### config.mk
export PLATFORM = sky130hd
export DESIGN_NAME = dir_cache_ctrl
export DESIGN_NICKNAME = d
export VERILOG_FILES = /design/src/rtl/dcc_pkg.sv /design/src/rtl/dcc_lines.sv /design/src/rtl/dcc_miss_seq.sv /design/src/rtl/dir_cache_ctrl.sv
export SDC_FILE = /design/constraint.sdc
export NUM_CORES = 1
export LEC_CHECK = 0
export CORE_MARGIN = 2
export CORE_UTILIZATION = 43
export DETAILED_ROUTE_END_ITERATION = 8
export GPL_ROUTABILITY_DRIVEN = 0
export PLACE_DENSITY_LB_ADDON = 0.25
export SYNTH_ARGS = -nofsm -noshare
export SYNTH_HDL_FRONTEND = slang
export SYNTH_HIERARCHICAL = 1
export SYNTH_SLANG_ARGS = --single-unit
export TNS_END_PERCENT = 20
### constraint.sdc
create_clock -name clk -period 8.6 [get_ports clk]
set_clock_uncertainty 0.2 [all_clocks]
set_input_delay 1.29 -clock clk [delete_from_list [all_inputs] [get_ports clk]]
set_output_delay 1.29 -clock clk [all_outputs]
set_load 0.01 [all_outputs]
### src/rtl/dcc_pkg.sv
package dcc_pkg;

    typedef enum logic [1:0] {
        LN_INV = 2'd0,
        LN_SHR = 2'd1,
        LN_EXC = 2'd2
    } line_st_e;

    typedef enum logic [1:0] {
        OUT_RDMISS = 2'd0,
        OUT_WRMISS = 2'd1,
        OUT_WRBACK = 2'd2,
        OUT_FDATA  = 2'd3
    } out_kind_e;

    typedef enum logic [1:0] {
        IN_INVAL    = 2'd0,
        IN_FETCH    = 2'd1,
        IN_FETCHINV = 2'd2,
        IN_REPLY    = 2'd3
    } in_kind_e;

    typedef enum logic [1:0] {
        CS_IDLE = 2'd0,
        CS_WB   = 2'd1,
        CS_REQ  = 2'd2,
        CS_WAIT = 2'd3
    } ctl_st_e;

    function automatic logic holds_copy(line_st_e s);
        return s != LN_INV;
    endfunction

endpackage

### src/rtl/dcc_lines.sv
module dcc_lines
    import dcc_pkg::*;
#(
    parameter int LINES  = 4,
    parameter int TAG_W  = 6,
    parameter int DATA_W = 16,
    localparam int IDX_W = $clog2(LINES)
) (
    input  logic              clk,
    input  logic              rst,
    input  logic [IDX_W-1:0]  a_idx,
    output line_st_e          a_st,
    output logic [TAG_W-1:0]  a_tag,
    output logic [DATA_W-1:0] a_data,
    input  logic [IDX_W-1:0]  b_idx,
    output line_st_e          b_st,
    output logic [TAG_W-1:0]  b_tag,
    output logic [DATA_W-1:0] b_data,
    input  logic              w_en,
    input  logic [IDX_W-1:0]  w_idx,
    input  line_st_e          w_st,
    input  logic              w_load,
    input  logic [TAG_W-1:0]  w_tag,
    input  logic [DATA_W-1:0] w_data
);

    line_st_e          st_q  [LINES];
    logic [TAG_W-1:0]  tag_q [LINES];
    logic [DATA_W-1:0] dat_q [LINES];

    for (genvar i = 0; i < LINES; i++) begin : g_line
        always_ff @(posedge clk) begin
            if (rst) begin
                st_q[i] <= LN_INV;
            end else if (w_en && w_idx == IDX_W'(i)) begin
                st_q[i] <= w_st;
                if (w_load) begin
                    tag_q[i] <= w_tag;
                    dat_q[i] <= w_data;
                end
            end
        end
    end

    assign a_st   = st_q[a_idx];
    assign a_tag  = tag_q[a_idx];
    assign a_data = dat_q[a_idx];
    assign b_st   = st_q[b_idx];
    assign b_tag  = tag_q[b_idx];
    assign b_data = dat_q[b_idx];

endmodule

### src/rtl/dcc_miss_seq.sv
module dcc_miss_seq
    import dcc_pkg::*;
#(
    parameter int ADDR_W = 8,
    parameter int DATA_W = 16,
    parameter int IDX_W  = 2,
    localparam int TAG_W = ADDR_W - IDX_W
) (
    input  logic              clk,
    input  logic              rst,
    input  logic              start,
    input  logic              cpu_we,
    input  logic [ADDR_W-1:0] cpu_addr,
    input  logic [DATA_W-1:0] cpu_wdata,
    input  line_st_e          vic_st,
    input  logic [TAG_W-1:0]  vic_tag,
    input  logic [DATA_W-1:0] vic_data,
    input  logic              dir_valid,
    input  in_kind_e          dir_kind,
    input  logic [ADDR_W-1:0] dir_addr,
    input  logic [DATA_W-1:0] dir_data,
    output logic              idle,
    output logic [ADDR_W-1:0] pend_addr,
    output logic              emit,
    output out_kind_e         emit_kind,
    output logic [ADDR_W-1:0] emit_addr,
    output logic [DATA_W-1:0] emit_data,
    output logic              lw_en,
    output line_st_e          lw_st,
    output logic              lw_load,
    output logic [DATA_W-1:0] lw_data
);

    ctl_st_e           st_q;
    logic              pwe_q;
    logic [DATA_W-1:0] pwd_q;
    logic              reply_ok;

    assign idle     = (st_q == CS_IDLE);
    assign reply_ok = (st_q == CS_WAIT) && dir_valid &&
                      (dir_kind == IN_REPLY) && (dir_addr == pend_addr);

    always_comb begin
        emit      = 1'b0;
        emit_kind = OUT_RDMISS;
        emit_addr = pend_addr;
        emit_data = '0;
        lw_en     = 1'b0;
        lw_st     = LN_INV;
        lw_load   = 1'b0;
        lw_data   = dir_data;
        unique case (st_q)
            CS_WB: begin
                if (!dir_valid && vic_st == LN_EXC) begin
                    emit      = 1'b1;
                    emit_kind = OUT_WRBACK;
                    emit_addr = {vic_tag, pend_addr[IDX_W-1:0]};
                    emit_data = vic_data;
                    lw_en     = 1'b1;
                end
            end
            CS_REQ: begin
                if (!dir_valid) begin
                    emit      = 1'b1;
                    emit_kind = pwe_q ? OUT_WRMISS : OUT_RDMISS;
                    lw_en     = 1'b1;
                end
            end
            CS_WAIT: begin
                if (reply_ok) begin
                    lw_en   = 1'b1;
                    lw_load = 1'b1;
                    lw_st   = pwe_q ? LN_EXC : LN_SHR;
                    lw_data = pwe_q ? pwd_q : dir_data;
                end
            end
            default: ;
        endcase
    end

    always_ff @(posedge clk) begin
        if (rst) begin
            st_q      <= CS_IDLE;
            pwe_q     <= 1'b0;
            pwd_q     <= '0;
            pend_addr <= '0;
        end else begin
            unique case (st_q)
                CS_IDLE: if (start) begin
                    pend_addr <= cpu_addr;
                    pwe_q     <= cpu_we;
                    pwd_q     <= cpu_wdata;
                    st_q      <= (vic_st == LN_EXC && vic_tag != cpu_addr[ADDR_W-1:IDX_W])
                                 ? CS_WB : CS_REQ;
                end
                CS_WB:   if (!dir_valid) st_q <= CS_REQ;
                CS_REQ:  if (!dir_valid) st_q <= CS_WAIT;
                CS_WAIT: if (reply_ok)   st_q <= CS_IDLE;
                default: st_q <= CS_IDLE;
            endcase
        end
    end

endmodule

### src/rtl/dir_cache_ctrl.sv
module dir_cache_ctrl
    import dcc_pkg::*;
#(
    parameter int ADDR_W  = 8,
    parameter int DATA_W  = 16,
    parameter int LINES   = 4,
    parameter int PID_W   = 2,
    parameter int PROC_ID = 1
) (
    input  logic              clk,
    input  logic              rst,
    input  logic              cpu_req,
    input  logic              cpu_we,
    input  logic [ADDR_W-1:0] cpu_addr,
    input  logic [DATA_W-1:0] cpu_wdata,
    output logic              cpu_done,
    output logic [DATA_W-1:0] cpu_rdata,
    input  logic              dir_valid,
    input  logic [1:0]        dir_kind,
    input  logic [ADDR_W-1:0] dir_addr,
    input  logic [DATA_W-1:0] dir_data,
    output logic              net_valid,
    output logic [1:0]        net_kind,
    output logic [PID_W-1:0]  net_src,
    output logic [ADDR_W-1:0] net_addr,
    output logic [DATA_W-1:0] net_data
);

    localparam int IDX_W = $clog2(LINES);
    localparam int TAG_W = ADDR_W - IDX_W;

    typedef struct packed {
        logic              v;
        out_kind_e         kind;
        logic [ADDR_W-1:0] addr;
        logic [DATA_W-1:0] data;
    } net_msg_t;

    in_kind_e          dkind;
    logic              seq_idle;
    logic [ADDR_W-1:0] pend_addr;
    logic [IDX_W-1:0]  a_idx;
    line_st_e          a_st, b_st;
    logic [TAG_W-1:0]  a_tag, b_tag;
    logic [DATA_W-1:0] a_data, b_data;
    logic              cpu_hit, sn_match, sn_we, sn_emit;
    line_st_e          sn_st;
    logic              f_emit, f_we, f_load;
    out_kind_e         f_kind;
    logic [ADDR_W-1:0] f_addr;
    logic [DATA_W-1:0] f_data, f_wdata;
    line_st_e          f_st;
    logic              w_en, w_load;
    logic [IDX_W-1:0]  w_idx;
    line_st_e          w_st;
    logic [TAG_W-1:0]  w_tag;
    logic [DATA_W-1:0] w_data;
    net_msg_t          out_d, out_q;

    assign dkind = in_kind_e'(dir_kind);
    assign a_idx = seq_idle ? cpu_addr[IDX_W-1:0] : pend_addr[IDX_W-1:0];

    dcc_lines #(.LINES(LINES), .TAG_W(TAG_W), .DATA_W(DATA_W)) i_lines (
        .clk    (clk),
        .rst    (rst),
        .a_idx  (a_idx),
        .a_st   (a_st),
        .a_tag  (a_tag),
        .a_data (a_data),
        .b_idx  (dir_addr[IDX_W-1:0]),
        .b_st   (b_st),
        .b_tag  (b_tag),
        .b_data (b_data),
        .w_en   (w_en),
        .w_idx  (w_idx),
        .w_st   (w_st),
        .w_load (w_load),
        .w_tag  (w_tag),
        .w_data (w_data)
    );

    // processor side lookup
    assign cpu_hit   = cpu_req && seq_idle && holds_copy(a_st) &&
                       (a_tag == cpu_addr[ADDR_W-1:IDX_W]) &&
                       (!cpu_we || a_st == LN_EXC);
    assign cpu_done  = cpu_hit && !dir_valid;
    assign cpu_rdata = a_data;

    dcc_miss_seq #(.ADDR_W(ADDR_W), .DATA_W(DATA_W), .IDX_W(IDX_W)) i_seq (
        .clk       (clk),
        .rst       (rst),
        .start     (cpu_req && !cpu_hit && !dir_valid),
        .cpu_we    (cpu_we),
        .cpu_addr  (cpu_addr),
        .cpu_wdata (cpu_wdata),
        .vic_st    (a_st),
        .vic_tag   (a_tag),
        .vic_data  (a_data),
        .dir_valid (dir_valid),
        .dir_kind  (dkind),
        .dir_addr  (dir_addr),
        .dir_data  (dir_data),
        .idle      (seq_idle),
        .pend_addr (pend_addr),
        .emit      (f_emit),
        .emit_kind (f_kind),
        .emit_addr (f_addr),
        .emit_data (f_data),
        .lw_en     (f_we),
        .lw_st     (f_st),
        .lw_load   (f_load),
        .lw_data   (f_wdata)
    );

    // directory request service
    assign sn_match = dir_valid && holds_copy(b_st) && (b_tag == dir_addr[ADDR_W-1:IDX_W]);

    always_comb begin
        sn_we   = 1'b0;
        sn_emit = 1'b0;
        sn_st   = b_st;
        unique case (dkind)
            IN_INVAL: if (sn_match && b_st == LN_SHR) begin
                sn_we = 1'b1;
                sn_st = LN_INV;
            end
            IN_FETCH: if (sn_match && b_st == LN_EXC) begin
                sn_we   = 1'b1;
                sn_emit = 1'b1;
                sn_st   = LN_SHR;
            end
            IN_FETCHINV: if (sn_match && b_st == LN_EXC) begin
                sn_we   = 1'b1;
                sn_emit = 1'b1;
                sn_st   = LN_INV;
            end
            default: ;
        endcase
    end

    // single line write port; sources never coincide
    always_comb begin
        w_en   = 1'b0;
        w_idx  = cpu_addr[IDX_W-1:0];
        w_st   = LN_EXC;
        w_load = 1'b0;
        w_tag  = cpu_addr[ADDR_W-1:IDX_W];
        w_data = cpu_wdata;
        if (sn_we) begin
            w_en  = 1'b1;
            w_idx = dir_addr[IDX_W-1:0];
            w_st  = sn_st;
        end else if (f_we) begin
            w_en   = 1'b1;
            w_idx  = pend_addr[IDX_W-1:0];
            w_st   = f_st;
            w_load = f_load;
            w_tag  = pend_addr[ADDR_W-1:IDX_W];
            w_data = f_wdata;
        end else if (cpu_done && cpu_we) begin
            w_en   = 1'b1;
            w_load = 1'b1;
        end
    end

    // outgoing message register
    always_comb begin
        if (sn_emit) begin
            out_d = '{v: 1'b1, kind: OUT_FDATA, addr: dir_addr, data: b_data};
        end else begin
            out_d = '{v: f_emit, kind: f_kind, addr: f_addr, data: f_data};
        end
    end

    always_ff @(posedge clk) begin
        if (rst) begin
            out_q <= '0;
        end else begin
            out_q <= out_d;
        end
    end

    assign net_valid = out_q.v;
    assign net_kind  = out_q.kind;
    assign net_addr  = out_q.addr;
    assign net_data  = out_q.data;
    assign net_src   = PID_W'(PROC_ID);

endmodule

### Yosys cells after proc, flatten, opt, wreduce, memory -nomap -nowiden

Memories as Yosys holds them, arrays and structs flattened.
Index checks and enable logic that the tools add are counted.

| operators by class | value |
|---|---|
| equality and inequality tests | 20 |
| mux-type cells | 98 |
| bitwise operators | 4 |
| reductions and logical operators | 39 |

Operators by type and width:

| operator | count |
|---|---|
| 16-bit two-way mux | 10 |
| 2-bit two-way mux | 28 |
| 16-bit OR reduction | 3 |
| 1-bit two-way mux | 46 |
| 6-bit two-way mux | 5 |
| 27-bit two-way mux | 1 |
| 1-bit logical AND | 21 |
| 6-bit OR reduction | 3 |
| 2-bit == test (second input constant) | 8 |
| 8-bit two-way mux | 2 |
| 6-bit == test | 2 |
| 2-bit by 1-bit == test with 1-bit output (second input constant) | 4 |
| 8-bit == test | 1 |
| 2-bit case mux with 4 select lines | 1 |
| 2-bit logical NOT | 3 |
| 6-bit inequality test | 1 |
| 2-bit case mux with 3 select lines | 1 |
| 2-bit by 1-bit inequality test with 1-bit output (second input constant) | 2 |
| 2-bit inequality test (second input constant) | 2 |
| 1-bit OR | 4 |
| 1-bit case mux with 2 select lines | 2 |
| 2-bit case mux with 2 select lines | 1 |
| 4-bit AND reduction | 1 |
| 2-bit nonzero test | 2 |
| 5 further kinds | 7 |

| word-level totals | value |
|---|---|
| bits in registers | 54 |
| RAM bits | 96 |
| input bits | 55 |
| memories kept | 3 |

Memories:

| memory | depth | width | rd ports | clocked after Yosys merged registers in | wr ports | line | text |
|---|---|---|---|---|---|---|---|
| i_lines.dat_q | 4 | 16 | 2 | 0 | 1 | dcc_lines.sv:29 | `logic [DATA_W-1:0] dat_q [LINES];` |
| i_lines.tag_q | 4 | 6 | 2 | 0 | 1 | dcc_lines.sv:28 | `logic [TAG_W-1:0] tag_q [LINES];` |
| i_lines.st_q | 4 | 2 | 2 | 0 | 4 | dcc_lines.sv:27 | `line_st_e st_q [LINES];` |

### Logic depth before layout (Yosys ltp)

Gate-level depths: netlist of run 1.
An unclocked memory read counts as a cell.

| logic depth | value |
|---|---|
| depth in word-level cells | 20 |
| gate-level depth with buffers | 17 |

### By module

The synthesis of run 1 kept the hierarchy.

By module, submodules not included:

| module | instances | cells each | area an instance (um^2) |
|---|---|---|---|
| dcc_lines | 1 | 182 | 4261.6 |
| dir_cache_ctrl | 1 | 214 | 2005.7 |
| dcc_miss_seq | 1 | 210 | 1711.6 |

### Worst setup path after synthesis of run 1

OpenSTA, ideal clock, no wires.

| path | value |
|---|---|
| path kind | input-to-reg |
| start | input cpu_addr[0] |
| end | memory i_lines.dat_q[0][0], enable pin |
| data arrival time | 5.573 ns |
| slack | 2.398 ns |
| stages | 13 |
| buffers on the path | 4 |
| cell sequence | mux2_2 > buf_6 > buf_12 > mux4_2 > nor2b_1 > and3b_2 > clkbuf_1 > nor2_1 > a21oi_1 > mux2_2 > mux2_2 > clkbuf_1 > nor3_1 |

RTL lines:

| element | line | text |
|---|---|---|
| from (decl) | dir_cache_ctrl.sv:14 | `input logic [ADDR_W-1:0] cpu_addr,` |
| 2-bit two-way mux * | dir_cache_ctrl.sv:61 | `assign a_idx = seq_idle ? cpu_addr[IDX_W-1:0] : pend_addr[IDX_W-1:0];` |
| memory 4 x 2 bit * | -- |  |
| net a_st[0] | dir_cache_ctrl.sv:43 | `line_st_e a_st, b_st;` |
| 2-bit == test * | dcc_miss_seq.sv:54 | `if (!dir_valid && vic_st == LN_EXC) begin` |
| 1-bit logical AND * | dcc_miss_seq.sv:54 |  |
| 1-bit two-way mux * | dcc_miss_seq.sv:54 |  |
| 1-bit case mux with 3 select lines * | dcc_miss_seq.sv:52 | `unique case (st_q)` |
| net f_we | dir_cache_ctrl.sv:48 | `logic f_emit, f_we, f_load;` |
| (+2 left out) | -- |  |
| net w_idx[0] | dir_cache_ctrl.sv:54 | `logic [IDX_W-1:0] w_idx;` |
| 2-bit by 1-bit == test with 1-bit output | dcc_lines.sv:35 | `end else if (w_en && w_idx == IDX_W'(i)) begin` |
| 1-bit logical AND | dcc_lines.sv:35 |  |
| 1-bit two-way mux | dcc_lines.sv:35 |  |
| 1-bit two-way mux | dcc_lines.sv:33 | `if (rst) begin` |
| 1-bit two-way mux (not written as such) | dcc_lines.sv:39 | `dat_q[i] <= w_data;` |
| 16-bit OR reduction (no source line) | -- |  |
| 2-bit two-way mux (no source line) / 1-bit two-way mux (equally long branches) (3 in a row) | -- |  |
| to (decl) | dcc_lines.sv:29 |  |

The timed path passes the listed nets; every way through them passes the cells marked *.

### Worst setup path after layout of run 1

| path | value |
|---|---|
| start | input cpu_addr[0] |
| end | output cpu_done |

RTL lines:

| element | line | text |
|---|---|---|
| 2-bit two-way mux | dir_cache_ctrl.sv:61 |  |
| net a_idx[0] | dir_cache_ctrl.sv:42 | `logic [IDX_W-1:0] a_idx;` |
| memory 4 x 6 bit | -- |  |
| net a_tag[3] | dir_cache_ctrl.sv:44 | `logic [TAG_W-1:0] a_tag, b_tag;` |
| 6-bit == test | dir_cache_ctrl.sv:84 | `(a_tag == cpu_addr[ADDR_W-1:IDX_W]) &&` |
| 1-bit logical AND | dir_cache_ctrl.sv:83 | `assign cpu_hit = cpu_req && seq_idle && holds_copy(a_st) &&` |
| 1-bit logical AND | dir_cache_ctrl.sv:84 |  |
| 1-bit logical AND | dir_cache_ctrl.sv:86 | `assign cpu_done = cpu_hit && !dir_valid;` |
| to (decl) | dir_cache_ctrl.sv:16 | `output logic cpu_done,` |

The timed path passes the listed nets, and every way through them passes these cells.

==> impl_summary.txt, run 1 <==
----------------------------------------------------
[Clocking]
  Worst-Skew Late Latency ... about 420 ps
  Clock input transition at the sequential cells of the worst setup and hold paths ... about 60 ps
  CTS Buffer Depth ... 2
  Clock buffers created by TritonCTS ... 17
  Clk sink count ... 150
  Cts hold-fix bufs ... 0
  Cell at the root of the clock tree ... clkbuf_16
  Depth of the CTS H-tree ... 4
  Setup Buffers After CTS ... 0
  TritonCTS clock tree ... built
  Post_cts resized ... 0

[STA]
  Setup repair after global routing missed its margin ... false
  Setup Total Neg Slack ... 0 ps
  Post-route clock period utilization ... between 70% and 80%
  Maximum clock frequency ... 154 MHz
  Final Setup Violations ... 0
  Final count of pins violating max slew ... 0
  Final count of hold timing violations ... 0
  Worst slew pin tran ... approximately 1200 ps
  Post-layout worst setup margin ... 2110 ps
  Slew Limit Headroom ... a little over a fifth
  Minimum period implied by the final worst setup slack ... between 6000 and 7000 ps

[Placed design]
  Half-perimeter wire length of the detailed placement result ... around 13 mm
  Inst Count DP ... approximately 890
  Count of buffers from port buffering ... 98
  Worst setup slack after placement ... ~2100 ps

[Global routing]
  Largest net degree at the start of global routing ... 63
  Met1 Resource Use GR ... 28.8%
  Met3 track demand over resource in global routing ... under 10%
  Number of antenna violations at the first check in global routing ... 0
  Overall fraction of global-route tracks in use ... between 20% and 30%
  Vias in the first global route ... about 5600
  Wire length of the first global-routing pass ... around 32 mm
  Peak-usage layer in the global routing report ... met2
  Remaining Overflow, GRT ... 0
  GR Layer Usage met2 ... 33.9%

[Hold path]
  Hold path depth ... 2
  Min-delay worst type ... flip-flop to flip-flop
  Launch point of the worst hold path ... i_seq/pwd_q[15]
  Hold path endpoint ... i_seq/pwd_q[15]

[Synth]
  Post-synth top area share ... a little over a third
  Sequential fraction of the synthesis area ... between 40% and 50%
  Flops & latches, synth ... 150
  Synth top area cells ... edfxtp_1, dfxtp_1, mux4_2, mux2_2, a21oi_1
  Area of the mapped netlist ... about 0.008 mm2
  Number of synthesized flops with an enable pin ... 96
  Post-synthesis cell type count ... between 50 and 60
  Cell type contributing the most total cell area after synthesis ... edfxtp_1
  Fraction of synthesis flops using an asynchronous set or reset pin ... 0%
  Yosys warning count ... 6
  Average cell area after synthesis ... 13.2 um2
  Nets in the synthesized netlist ... approximately 670
  Most common flop cell mapped by yosys ... edfxtp_1
  Number of cells produced by synthesis ... about 610

[Routing]
  Post-detailed-route DRC marker count ... 0
  Initial DRC count ... 580
  Pre-Repair DR Iteration Count ... 9
  Vias per cell ... about 6
  Count of antenna-violating nets left after detailed routing ... 0
  Final wirelength ... about 20 mm
  Routed via count ... roughly 5500
  Wire per inst ... roughly 22 um

[Power]
  Power Dens Cells ... 211 mW/mm2
  Combinational Power Share ... 24.3%
  Sw Ratio ... 28.1%
  Internal Power ... 0.00144 W
  Share of power burned in registers ... between 40% and 50%
  Share of power burned in the clock network ... a little over a third
  Switching power of the nets ... about 0.00056 W
  Worst IR Drop VDD ... between 0.0001 and 0.00015 V
  Static leakage ... around 3.2 nW

[Run]
  Count of max-cap constraint violations ... 0

[Critical path]
  Class of the most critical setup path ... input port to output pin
  Internal reg-to-reg setup slack ... between 3000 and 4000 ps
  Type of element launching the critical path ... input port
  Kind of capture point of the worst setup path ... output pin
  R2r startpoint ... i_seq/st_q[0]
  End of the worst register-to-register path ... i_lines/tag_q[1][0]
  Required arrival time at the worst endpoint ... 7110 ps
  Arrival time at the worst endpoint ... ~5000 ps
  Worst-case reg-to-reg path depth ... 13
  Max FO, Critical Path ... 24

[Finish]
  Final core utilization ... between 50% and 60%
  Layout-stage area growth over the synthesis result ... 19.6%
  Final #Nets ... roughly 750
  Post-Layout Cell Count ... 925
  Antenna diode count ... 0
  Share of final-layout standard cells stronger than drive strength 1 ... between 20% and 30%

[Floorplan]
  Die outline area ... between 0.015 and 0.02 mm2
  Starting density of the core ... 44.1%
  Core area ... approximately 0.018 mm2
  Num rows ... between 40 and 50
  Number of top-level pins ... approximately 100
  Die Wd ... between 100 and 150 um
  Die height ... ~140 um

[Outcome]
  Outcome ... complete, no violations

----------------------------------------------------
==> power by group through the flow <==
stage	combinational, W	clock, W	sequential, W
3_5_place_dp	0.000485	0	0.000823
4_1_cts	0.000488	0.000727	0.000808
5_1_grt	0.000525	0.000754	0.000810
3_3_place_gp	0.000478	0	0.000822
6_report	0.000488	0.000714	0.000808
2_1_floorplan	0.000339	0	0.000819
==> cells in the mapped netlist (all sizes together), types with 2 or more instances <==
library cell / n
a21oi: 56
a31o: 2
and2: 18
and3: 3
buf: 32
clkbuf: 20
conb: 2
dfxtp: 54
edfxtp: 96
ha: 8
inv: 14
mux2: 50
mux4: 48
nand2: 58
nand2b: 4
nand3: 2
nand3b: 6
nand4: 30
nor2: 17
nor2b: 2
nor3: 5
nor4: 3
o211ai: 3
o21ai: 7
o21bai: 2
o31ai: 26
or4: 2
xnor2: 13
xor2: 13
==> sequential cells by signal, summed over array words and instances (netlist names) <==
name	cells
i_lines/dat_q	64
i_lines/st_q	8
i_lines/tag_q	24
i_seq/pend_addr	8
i_seq/pwd_q	16
i_seq/pwe_q	1
i_seq/st_q	2
net_addr	8
net_data	16
net_kind	2
net_valid	1
==> cell type report <==
class | count | area (um2)
clock buffer | 22 | 475
clock inverter | 10 | 92.6
fill | 1461 | 8540
inverter | 14 | 52.6
multi-input combinational | 390 | 3610
sequential | 150 | 3960
tap | 229 | 287
timing repair buffer | 110 | 1060
==> critical path: stages <==
cell and delay, ps:
clkdlybuf4s50_1 530, mux2_2 800, mux4_1 720, xnor2_1 170
nand4_1 210, nor4_1 610, clkdlybuf4s50_1 650
==> placed cells by master, fill, tap and decap left out, types with 14 or more instances in the layout <==
master / n
o31ai_2: 20
nor2_1: 14
mux2_2: 39
nand2_1: 58
clkbuf_16: 18
nand4_1: 30
a21oi_1: 55
inv_1: 14
and2_1: 18
edfxtp_1: 96
clkdlybuf4s50_1: 96
mux4_2: 40
dfxtp_1: 54
==> worst max-delay path by stage <==
| stage | startpoint | endpoint | slack [ps] | depth (start not counted) |
|---|---|---|---|---|
| 3_3_place_gp | cpu_addr[0] | cpu_done | 2250 | 7 |
| 2_1_floorplan | cpu_addr[0] | i_lines/dat_q[0][0] | 2400 | 13 |
| 5_1_grt | cpu_addr[0] | cpu_done | 1850 | 7 |
| 6_report | cpu_addr[0] | cpu_done | 2110 | 7 |
| 3_5_place_dp | cpu_addr[0] | i_lines/dat_q[1][7] | 2120 | 12 |
| 4_1_cts | cpu_addr[0] | cpu_done | 2160 | 7 |
==> cells by family after synthesis <==
family / share of synthesized area (%)
simple gates: 10.1
flops: 49.7
compound gates: 9.17
mux: 21.5
buf+inv: 5.38
xor+xnor: 2.85
fa+ha+maj: 1.25
other cells: 0.0941
==> routing by layer <==
layer,share of wire (%),up-vias
met5,0,-
met4,1.8,0
met3,6.8,34
met2,48,228
met1,43,2784
li1,-,2462
==> stage by stage <==
step | power, W | area, um2 | hold slack, ps
5_1_grt | 0.00209 | 9540 | 268
3_3_place_gp | 0.00130 | 8980 | 239
4_1_cts | 0.00202 | 9540 | 253
6_report | 0.00201 | 9540 | 254
3_5_place_dp | 0.00131 | 8980 | 245
2_1_floorplan | 0.00116 | 7980 | 234
Note: power is estimated with default switching activity, not from simulation.
==> run 2: changes to the inputs <==
==> constraint.sdc (replaced) <==
create_clock -name clk -period 6.7 [get_ports clk]
set_clock_uncertainty 0.2 [all_clocks]
set_input_delay 1.005 -clock clk [delete_from_list [all_inputs] [get_ports clk]]
set_output_delay 1.005 -clock clk [all_outputs]
set_load 0.01 [all_outputs]
==> impl_summary.txt, run 2 (synthesis results as in run 1) <==
----------------------------------------------------
[Outcome]
  Outcome ... complete, no violations

[Hold path]
  Launch point of the worst hold path ... i_seq/pwd_q[2]
  Hold path depth ... 2 (unchanged)
  Min-delay worst type ... flip-flop to flip-flop

[Global routing]
  Number of antenna violations at the first check in global routing ... 0 (unchanged)
  Vias in the first global route ... 5647 (+0.57%)
  Wire length of the first global-routing pass ... 31.3 mm (-1.6%)
  Largest net degree at the start of global routing ... 63 (unchanged)
  Overall fraction of global-route tracks in use ... 21.0% (-0.15 points)
  Remaining Overflow, GRT ... 0 (unchanged)

[Finish]
  Most frequent cells in the layout ... edfxtp_1, clkdlybuf4s50_1, nand2_1
  Top register by number of flip-flops ... i_lines/dat_q
  Final #Nets ... 751 (+0.67%)
  Layout-stage area growth over the synthesis result ... 20.5%
  Top flop regs ... i_lines/dat_q (64), i_lines/tag_q (24)
  Post-Layout Cell Count ... 930 (+0.54%)
  Antenna diode count ... 0 (unchanged)
  Fill count ... 1464 (+0.21%)
  Number of flip-flops under the largest register name ... 64 (unchanged)
  Share of final-layout standard cells stronger than drive strength 1 ... 24.8% (+0.83 points)

[Floorplan]
  Number of top-level pins ... 101 (unchanged)
  Core area ... 0.0181 mm2 (unchanged)
  Num rows ... 49 (unchanged)
  Die outline area ... 0.0197 mm2 (unchanged)
  Die Wd ... 140 um (unchanged)
  Die height ... 140 um (unchanged)
  Starting density of the core ... 44.1% (unchanged)

[STA]
  Post-layout worst setup margin ... 749 ps (-1360 ps)
  Post-route clock period utilization ... between 80% and 90%
  Final Setup Violations ... 0 (unchanged)
  Setup repair after global routing missed its margin ... false
  Setup Total Neg Slack ... 0 ps (unchanged)
  Worst slew pin tran ... 1070 ps (-117 ps)
  Final count of hold timing violations ... 0 (unchanged)
  Minimum period implied by the final worst setup slack ... between 5000 and 6000 ps
  Final count of pins violating max slew ... 0 (unchanged)
  Slew Limit Headroom ... 28.9% (+7.8 points)
  Maximum clock frequency ... around 170 MHz

[Critical path]
  Required arrival time at the worst endpoint ... 5490 ps (-1620 ps)
  R2r startpoint ... i_seq/st_q[1]
  Largest stage delay, worst path ... 670 ps (-130 ps)
  Slowest cell on crit path ... mux4_1
  Worst-case reg-to-reg path depth ... 13 (unchanged)
  Class of the most critical setup path ... input port to output pin
  Arrival time at the worst endpoint ... 4750 ps (-250 ps)
  Type of element launching the critical path ... input port
  Cell-by-cell trace of the critical path ... clkdlybuf4s50_1, mux2_2, buf_4, mux4_1, xnor2_1, nand4_1, nor4_1, clkdlybuf4s50_1
  Most common cell on crit path ... clkdlybuf4s50_1
  Worst Setup SP ... cpu_addr[0]
  Max FO, Critical Path ... 13 (-46%)
  Kind of capture point of the worst setup path ... output pin

[Routing]
  Count of antenna-violating nets left after detailed routing ... 0 (unchanged)
  Final wirelength ... 20.2 mm (+0.24%)
  Wire per inst ... 21.7 um (-0.30%)
  Post-detailed-route DRC marker count ... 0 (unchanged)
  Vias per cell ... 5.98 (+0.40%)
  Pre-Repair DR Iteration Count ... 8 (-1)
  Routed via count ... 5560 (+0.94%)
  Initial DRC count ... 528 (-9.0%)

[Power]
  Combinational Power Share ... 24.1% (-0.2 points)
  Worst IR Drop VDD ... 0.000203 V (+37%)
  Internal Power ... 0.00188 W (+30%)
  Switching power of the nets ... 0.000739 W (+31%)
  Share of power burned in registers ... 39.5% (-0.7 points)
  Sw Ratio ... 28.2% (+0.069 points)
  Share of power burned in the clock network ... 36.4% (+0.9 points)
  Static leakage ... 3.21 nW (+1.2%)
  Power Dens Cells ... 273 mW/mm2 (+30%)

[Clocking]
  Clk sink count ... 150 (unchanged)
  Setup Buffers After CTS ... 0 (unchanged)
  Clock input transition at the sequential cells of the worst setup and hold paths ... 60 ps (about the same)
  TritonCTS clock tree ... built
  Clock buffers created by TritonCTS ... 17 (unchanged)
  CTS Buffer Depth ... 2 (unchanged)
  Cts hold-fix bufs ... 0 (unchanged)
  Post_cts resized ... 0 (unchanged)
  Cell at the root of the clock tree ... clkbuf_16
  Depth of the CTS H-tree ... 4 (unchanged)
  Worst-Skew Late Latency ... 420 ps (about the same)

[Placed design]
  Half-perimeter wire length of the detailed placement result ... 13.9 mm (+4.1%)
  Count of buffers from port buffering ... 98 (unchanged)
  Inst Count DP ... 898 (+0.56%)
  Worst setup slack after placement ... 862 ps (-1250 ps)

[Run]
  Count of max-cap constraint violations ... 0 (unchanged)

----------------------------------------------------
[run 2: cell types whose count changed in the layout (fill, tap and decap cells not counted), sizes merged]
| cell | delta |
|---|---|
| clkinv | +2 |
| clkbuf | -2 |
| buf | +5 |
[run 2: power by group through the flow]
| stage | combinational, W | clock [W] | sequential, W |
|---|---|---|---|
| floorplan | 0.000435 | 0 | 0.00105 |
| global placement | 0.000618 | 0 | 0.00105 |
| detailed placement | 0.000628 | 0 | 0.00106 |
| CTS | 0.000630 | 0.000968 | 0.00104 |
| global route | 0.000675 | 0.00101 | 0.00104 |
| finish | 0.000631 | 0.000954 | 0.00104 |
[run 2: worst max-delay path, delay by kind of cell]
family	cells	cell delay, ps
xor+xnor	1	180
buf+inv	3	1570
mux	2	1180
simple gates	2	800
[run 2: final timing paths]
| kind | endpoint | slack, ps |
|---|---|---|
| max | cpu_done | 750 |
| min | i_seq/pwd_q[2] | 250 |
| max reg2reg | i_lines/tag_q[1][5] | 1490 |
| min reg2reg | i_seq/pwd_q[2] | 250 |
[run 2: cell type report]
cell class | count | area [um2] | area share [%]
clock buffers | 20 | 489 | 5.09
clock inverters | 12 | 111 | 1.16
inverters | 14 | 52.6 | 0.547
repair buffers | 115 | 1100 | 11.4
well taps | 229 | 287 | 2.98
multi-input cells | 390 | 3610 | 37.6
flip-flops and latches | 150 | 3960 | 41.2
[run 2: per-stage QoR]
step	hold WS, ps	util, %	instance area [um2]	total power (W)
6_report	254	53.2	9610	0.00262
5_1_grt	277	53.2	9610	0.00272
4_1_cts	256	53.2	9610	0.00263
3_5_place_dp	247	49.8	9010	0.00168
3_3_place_gp	239	49.8	9010	0.00167
2_1_floorplan	234	-	7980	0.00149
[run 2: metal layers]
metal / vias to the layer above / global-route usage, % / wire length (um)
met5: - / 0 / 0
met4: 0 / 8.13 / 472
met3: 46 / 4.41 / 1310
met2: 243 / 35.4 / 10000
met1: 2792 / 26.8 / 8400
li1: 2479 / - / -
